## src/rtl/frame_seq_pkg.sv

```systemverilog
package frame_seq_pkg;

  typedef enum logic [2:0] {
    ST_IDLE,
    ST_PUSH_RA,
    ST_PUSH_FP,
    ST_POP_FP,
    ST_POP_RA,
    ST_COMMIT
  } seqState_t;

  typedef enum logic [1:0] {
    AD_RA_SLOT,
    AD_FP_SLOT,
    AD_FRAME_BASE,
    AD_FRAME_RA
  } addrSel_t;

  typedef struct packed {
    logic     latchCall;
    logic     latchRet;
    logic     wrEn;
    logic     rdEn;
    logic     capFp;
    logic     capPc;
    logic     commit;
    addrSel_t addrSel;
  } ctrlStrobes_t;

endpackage

```

## src/rtl/frame_seq_dp.sv

```systemverilog
module frame_seq_dp
  import frame_seq_pkg::*;
#(
  parameter int DATA_W     = 32,
  parameter int WORD_BYTES = 4,
  parameter int SHORT_LEN  = 2,
  parameter int LONG_LEN   = 6
) (
  input  logic              clk,
  input  logic              rstN,
  input  ctrlStrobes_t      ctrl,
  input  logic              callAbsForm,
  input  logic [DATA_W-1:0] curPc,
  input  logic [DATA_W-1:0] callTarget,
  input  logic [DATA_W-1:0] spIn,
  input  logic [DATA_W-1:0] fpIn,
  input  logic [DATA_W-1:0] memRdData,
  output logic [DATA_W-1:0] memAddr,
  output logic [DATA_W-1:0] memWrData,
  output logic [DATA_W-1:0] spOut,
  output logic [DATA_W-1:0] fpOut,
  output logic [DATA_W-1:0] pcOut
);

  localparam logic [DATA_W-1:0] STEP      = DATA_W'(WORD_BYTES);
  localparam logic [DATA_W-1:0] RA_OFS    = DATA_W'(2 * WORD_BYTES);
  localparam logic [DATA_W-1:0] FRAME_SZ  = DATA_W'(3 * WORD_BYTES);
  localparam logic [DATA_W-1:0] SHORT_INC = DATA_W'(SHORT_LEN);
  localparam logic [DATA_W-1:0] LONG_INC  = DATA_W'(LONG_LEN);

  logic [DATA_W-1:0] baseSp, baseFp, targetQ, retAddrQ, savedFp, savedPc;
  logic              isRetQ;
  logic [DATA_W-1:0] newFrame;

  always_ff @(posedge clk) begin
    if (!rstN) begin
      baseSp   <= '0;
      baseFp   <= '0;
      targetQ  <= '0;
      retAddrQ <= '0;
      savedFp  <= '0;
      savedPc  <= '0;
      isRetQ   <= 1'b0;
    end else begin
      if (ctrl.latchCall) begin
        baseSp   <= spIn;
        baseFp   <= fpIn;
        targetQ  <= callTarget;
        retAddrQ <= curPc + (callAbsForm ? LONG_INC : SHORT_INC);
        isRetQ   <= 1'b0;
      end else if (ctrl.latchRet) begin
        baseFp <= fpIn;
        isRetQ <= 1'b1;
      end
      if (ctrl.capFp) savedFp <= memRdData;
      if (ctrl.capPc) savedPc <= memRdData;
    end
  end

  always_comb begin
    unique case (ctrl.addrSel)
      AD_RA_SLOT:    memAddr = baseSp - RA_OFS;
      AD_FP_SLOT:    memAddr = baseSp - FRAME_SZ;
      AD_FRAME_BASE: memAddr = baseFp;
      default:       memAddr = baseFp + STEP;
    endcase
  end

  assign memWrData = (ctrl.addrSel == AD_RA_SLOT) ? retAddrQ : baseFp;
  assign newFrame  = baseSp - FRAME_SZ;

  assign spOut = isRetQ ? baseFp + FRAME_SZ : newFrame;
  assign fpOut = isRetQ ? savedFp : newFrame;
  assign pcOut = isRetQ ? savedPc : targetQ;

endmodule

```

## src/rtl/frame_seq_ctrl.sv

```systemverilog
module frame_seq_ctrl
  import frame_seq_pkg::*;
(
  input  logic         clk,
  input  logic         rstN,
  input  logic         startCall,
  input  logic         startRet,
  input  logic         memFault,
  output ctrlStrobes_t ctrl,
  output logic         busy,
  output logic         seqError
);

  seqState_t stateQ, stateD;
  logic      abortNow;
  logic      errQ;

  always_comb begin
    stateD   = stateQ;
    abortNow = 1'b0;
    ctrl     = '{default: '0, addrSel: AD_RA_SLOT};
    unique case (stateQ)
      ST_IDLE: begin
        if (startCall) begin
          ctrl.latchCall = 1'b1;
          stateD = ST_PUSH_RA;
        end else if (startRet) begin
          ctrl.latchRet = 1'b1;
          stateD = ST_POP_FP;
        end
      end
      ST_PUSH_RA: begin
        ctrl.wrEn    = 1'b1;
        ctrl.addrSel = AD_RA_SLOT;
        abortNow     = memFault;
        stateD       = memFault ? ST_IDLE : ST_PUSH_FP;
      end
      ST_PUSH_FP: begin
        ctrl.wrEn    = 1'b1;
        ctrl.addrSel = AD_FP_SLOT;
        abortNow     = memFault;
        stateD       = memFault ? ST_IDLE : ST_COMMIT;
      end
      ST_POP_FP: begin
        ctrl.rdEn    = 1'b1;
        ctrl.addrSel = AD_FRAME_BASE;
        ctrl.capFp   = !memFault;
        abortNow     = memFault;
        stateD       = memFault ? ST_IDLE : ST_POP_RA;
      end
      ST_POP_RA: begin
        ctrl.rdEn    = 1'b1;
        ctrl.addrSel = AD_FRAME_RA;
        ctrl.capPc   = !memFault;
        abortNow     = memFault;
        stateD       = memFault ? ST_IDLE : ST_COMMIT;
      end
      ST_COMMIT: begin
        ctrl.commit = 1'b1;
        stateD      = ST_IDLE;
      end
      default: stateD = ST_IDLE;
    endcase
  end

  always_ff @(posedge clk) begin
    if (!rstN) begin
      stateQ <= ST_IDLE;
      errQ   <= 1'b0;
    end else begin
      stateQ <= stateD;
      errQ   <= abortNow;
    end
  end

  assign busy     = (stateQ != ST_IDLE);
  assign seqError = errQ;

endmodule

```

## src/rtl/frame_seq.sv

```systemverilog
module frame_seq
  import frame_seq_pkg::*;
#(
  parameter int DATA_W     = 32,
  parameter int WORD_BYTES = 4,
  parameter int SHORT_LEN  = 2,
  parameter int LONG_LEN   = 6
) (
  input  logic              clk,
  input  logic              rstN,
  input  logic              startCall,
  input  logic              startRet,
  input  logic              callAbsForm,
  input  logic [DATA_W-1:0] curPc,
  input  logic [DATA_W-1:0] callTarget,
  input  logic [DATA_W-1:0] spIn,
  input  logic [DATA_W-1:0] fpIn,
  output logic              memWrEn,
  output logic [DATA_W-1:0] memWrAddr,
  output logic [DATA_W-1:0] memWrData,
  output logic              memRdEn,
  output logic [DATA_W-1:0] memRdAddr,
  input  logic [DATA_W-1:0] memRdData,
  input  logic              memFault,
  output logic              busy,
  output logic              regUpdate,
  output logic [DATA_W-1:0] spOut,
  output logic [DATA_W-1:0] fpOut,
  output logic [DATA_W-1:0] pcOut,
  output logic              seqError
);

  ctrlStrobes_t      ctrl;
  logic [DATA_W-1:0] memAddr;

  frame_seq_ctrl u_ctrl (
    .clk      (clk),
    .rstN     (rstN),
    .startCall(startCall),
    .startRet (startRet),
    .memFault (memFault),
    .ctrl     (ctrl),
    .busy     (busy),
    .seqError (seqError)
  );

  frame_seq_dp #(
    .DATA_W    (DATA_W),
    .WORD_BYTES(WORD_BYTES),
    .SHORT_LEN (SHORT_LEN),
    .LONG_LEN  (LONG_LEN)
  ) u_dp (
    .clk        (clk),
    .rstN       (rstN),
    .ctrl       (ctrl),
    .callAbsForm(callAbsForm),
    .curPc      (curPc),
    .callTarget (callTarget),
    .spIn       (spIn),
    .fpIn       (fpIn),
    .memRdData  (memRdData),
    .memAddr    (memAddr),
    .memWrData  (memWrData),
    .spOut      (spOut),
    .fpOut      (fpOut),
    .pcOut      (pcOut)
  );

  assign memWrEn   = ctrl.wrEn;
  assign memRdEn   = ctrl.rdEn;
  assign memWrAddr = memAddr;
  assign memRdAddr = memAddr;
  assign regUpdate = ctrl.commit;

endmodule

```

## config.mk

```make
export PLATFORM = sky130hd
export DESIGN_NAME = frame_seq
export DESIGN_NICKNAME = d
export VERILOG_FILES = /design/src/rtl/frame_seq_pkg.sv /design/src/rtl/frame_seq_dp.sv /design/src/rtl/frame_seq_ctrl.sv /design/src/rtl/frame_seq.sv
export SDC_FILE = /design/constraint.sdc
export NUM_CORES = 1
export LEC_CHECK = 0
export ABC_AREA = 0
export BUFFER_PORTS_ARGS = -buffer_cell sky130_fd_sc_hd__buf_2
export CORE_MARGIN = 2
export CORE_UTILIZATION = 53
export DETAILED_ROUTE_END_ITERATION = 6
export GPL_ROUTABILITY_DRIVEN = 1
export PLACE_DENSITY_LB_ADDON = 0.15
export REMOVE_ABC_BUFFERS = 1
export SLEW_MARGIN = 0
export SYNTH_ARGS = -nofsm -noshare
export SYNTH_HDL_FRONTEND = slang
export SYNTH_HIERARCHICAL = 1
export SYNTH_SLANG_ARGS = --single-unit
```

## constraint.sdc

```tcl
create_clock -name clk -period 3.2 [get_ports clk]
set_input_delay 0.16 -clock clk [delete_from_list [all_inputs] [get_ports clk]]
set_output_delay 0.16 -clock clk [all_outputs]
set_load 0.005 [all_outputs]
```

==> flow_metrics.tcl <==
set metrics [dict create \
    synth_flop_cell "dfxtp_1" \
    finalSetupTns_ps 0 \
    die_w_um 154 \
    cts_tree "built" \
    grt_max_degree 84 \
    outcome "complete, no violations" \
    nets 2007 \
    synth_edf_count 0 \
    cp.required_ps 3040 \
    critPathCaptureType "output pin" \
    crit_top_cell "a21oi_1" \
    p_int_w 0.00560 \
    grt_pass1_wl_mm 62.3 \
    n_antenna_cell 0 \
    area_delta_synth_final_pct 30.9 \
    root_buffer "clkbuf_16" \
    cp_num_buf_inv 1 \
    htree_levels 4 \
    numPortBuffers 362 \
    final_common_cell "buf_2" \
    yosys-top-cells-area "dfxtp_1 (33%), mux2i_1 (13%), nor2_1 (6.4%)" \
    wl_per_cell_um 19.0 \
    drc 0 \
    first_iter_violations 914 \
    hold_viol 0 \
    netSwitchingFraction_pct 38.8 \
    cp_max_fo 11 \
    crit_family "simple AND/OR/NAND/NOR gates" \
    hold_class "in2reg" \
    clk_path_buf_depth 2 \
    final_cell_mix "buf_2 (362), nor2_1 (199), dfxtp_1 (193)" \
    drive_above_1_share_pct 28.9 \
    vias_per_cell 5.60 \
    seqPwrFrac_pct 33.3 \
    cp_slowest_cell "nor4_4" \
    vias 11900 \
    syn_inst 1445 \
    post-route-period-util_pct 95.1 \
    dieHeight_um 154 \
    wl_mm 40.4 \
    gp_congestion 0.916 \
    first_pass_iters 5 \
    p_clk_share_pct 23.8 \
    ir_drop_v 0.000372 \
    fin_worst_skew_ps 8.82 \
    slowest_delay_ps 560 \
    switching_power_w 0.00355 \
    report.final.slew_viol_count 0 \
    clk_latency_ps 430 \
    period_needed_ps 3040 \
    grt_overflow_total 0 \
    ys_ff_latch 197 \
    grt_antenna_before_repair 0 \
    synth_top_cell_area_share_pct 33.0 \
    grt_usage_pct 33.0 \
    path_cells "nor4_4 > nand4b_4 > or4_1 > a21oi_1 > a21oi_1 > buf_2" \
    die_area_mm2 0.0237 \
    p_per_area_mw_per_mm2 585 \
    ys_types 63 \
    leakage_nw 6.51 \
    arrival_ps 2880 \
    p_comb_share_pct 42.9 \
    layout_setup_ws_ps 157 \
    critical_path_class "reg2out" \
    async_flop_share_pct 0 \
    final_antenna_net_count 0 \
    dp_hpwl_mm 28.4 \
    slew_headroom_pct 43.3 \
    yosysWarnings 6 \
    clock_sinks 197 \
    worst_pin_slew_ps 850 \
    yosysSeqAreaShare_pct 33.0 \
    maxCapViolCount 0 \
    grt_pass1_vias 11500 \
    synthesis.area_mm2 0.0119 \
    place_ws_ps 310 \
    initial_core_util_pct 54.4 \
    utilization_pct 71.2 \
    setup_violations 0 \
    core_area_mm2 0.0220 \
    synth.avg_cell_area_um2 8.26 \
    synth_largest_area_cell "dfxtp_1" \
    path_clk_slew_ps 80 \
    critPathLaunchType "flip-flop" \
    cts_buffers 17 \
    row_count 54 \
    io_pins 363 \
    fmax_mhz 329 \
    whs_ps 25.4 \
]
-- power groups by stage --
stage               registers [W]  clock network, W  logic (W)
global placement          0.00308                 0    0.00364
CTS                       0.00303           0.00222    0.00385
finish                    0.00305           0.00218    0.00392
global route              0.00308           0.00232    0.00423
floorplan                 0.00300                 0    0.00216
detailed placement        0.00309                 0    0.00367
-- tightest hold or removal path, cell delays in order --
cell	delay, ps
buf_2	100
mux2i_1	80
nor2_1	80
-- stage by stage --
stage	area, um2	power [W]	std cells
after CTS	15600	0.00910	2123
after global placement	13600	0.00672	1957
final	15600	0.00915	2126
after global routing	15600	0.00964	2126
after detailed placement	13600	0.00676	1957
after floorplan	11200	0.00516	1289
-- cell type report --
cell class | instances | area (um2)
clock buffers | 19 | 453
clock inverters | 12 | 136
fillers | 1772 | 6330
inverters | 41 | 159
multi-input cells | 1051 | 7160
flip-flops and latches | 197 | 3950
well taps | 280 | 350
repair buffers | 526 | 3420
-- layer usage --
metal	part of all wire, %	global-route usage [%]	routed length (um)	vias to the layer above
met2	48	57.0	19300	515
met4	3.2	12.4	1300	0
li1	-	-	-	5713
met3	7.4	6.57	2980	81
met5	0	0	0	-
met1	42	40.7	16800	5592
-- cells in the mapped netlist, types with 2 or more instances --
master      n
mux2_2     65
or4_1       3
o21ai_0    35
a211oi_1   14
nand3b_1    4
nor4_1     16
a21boi_1    2
or4_4       2
and2_1      4
mux2i_1   155
or3_1       6
dfxtp_1   197
buf_2      14
a21oi_1   114
nand3_1    22
and4_1      6
nor3_2      3
xnor2_1    84
clkbuf_1   90
nand2_1   116
nor2_1    202
xor2_1     39
nor4_2      2
ha_1        6
a311oi_1    2
o31ai_1     3
nor4_4      6
o21a_1     10
o21ai_1     3
o31a_1      3
nand4_2     2
a21o_1      3
nand4_1    38
nor3b_1     4
inv_1      40
buf_6       2
nand2b_1    3
buf_1      14
and3_1     11
or2_2       3
buf_4      36
nor3_1     40
-- final timing paths --
path                                  startpoint                to  slack (ps)  cells past startpoint
worst max-delay path             u_dp/baseSp[14]         fpOut[28]         160                      6
worst min-delay path               memRdData[15]  u_dp/savedPc[15]          30                      3
worst max register to register  u_ctrl/stateQ[0]   u_dp/baseFp[17]         760                      5
worst min register to register  u_dp/retAddrQ[6]  u_dp/retAddrQ[6]         490                      2
-- logic make-up after synthesis --
logic type	Yosys count	share of synthesized area, %
XOR/XNOR	123	9.02
AO/OA/AOI/OAI	198	9.46
multiplexers	221	19.3
adder cells (fa/ha/maj)	7	0.796
flip-flops	197	33.0
buffers and inverters	197	7.60
AND/OR/NAND/NOR	502	20.8
-- sequential cells by signal, summed over array words and instances, names as in the netlist --
register         count
u_ctrl/seqError      1
u_ctrl/stateQ        3
u_dp/baseFp         32
u_dp/baseSp         32
u_dp/isRetQ          1
u_dp/retAddrQ       32
u_dp/savedFp        32
u_dp/savedPc        32
u_dp/targetQ        32
-- what timing repair did --
action                                 CTS  global route
resized for setup                        3             6
setup buffers                            6             3
endpoints found under the hold margin  158             0
hold buffers                           129             0
setup endpoints to repair               16            46
pin swaps                                2             2
Note: power is estimated with default switching activity, not from simulation.
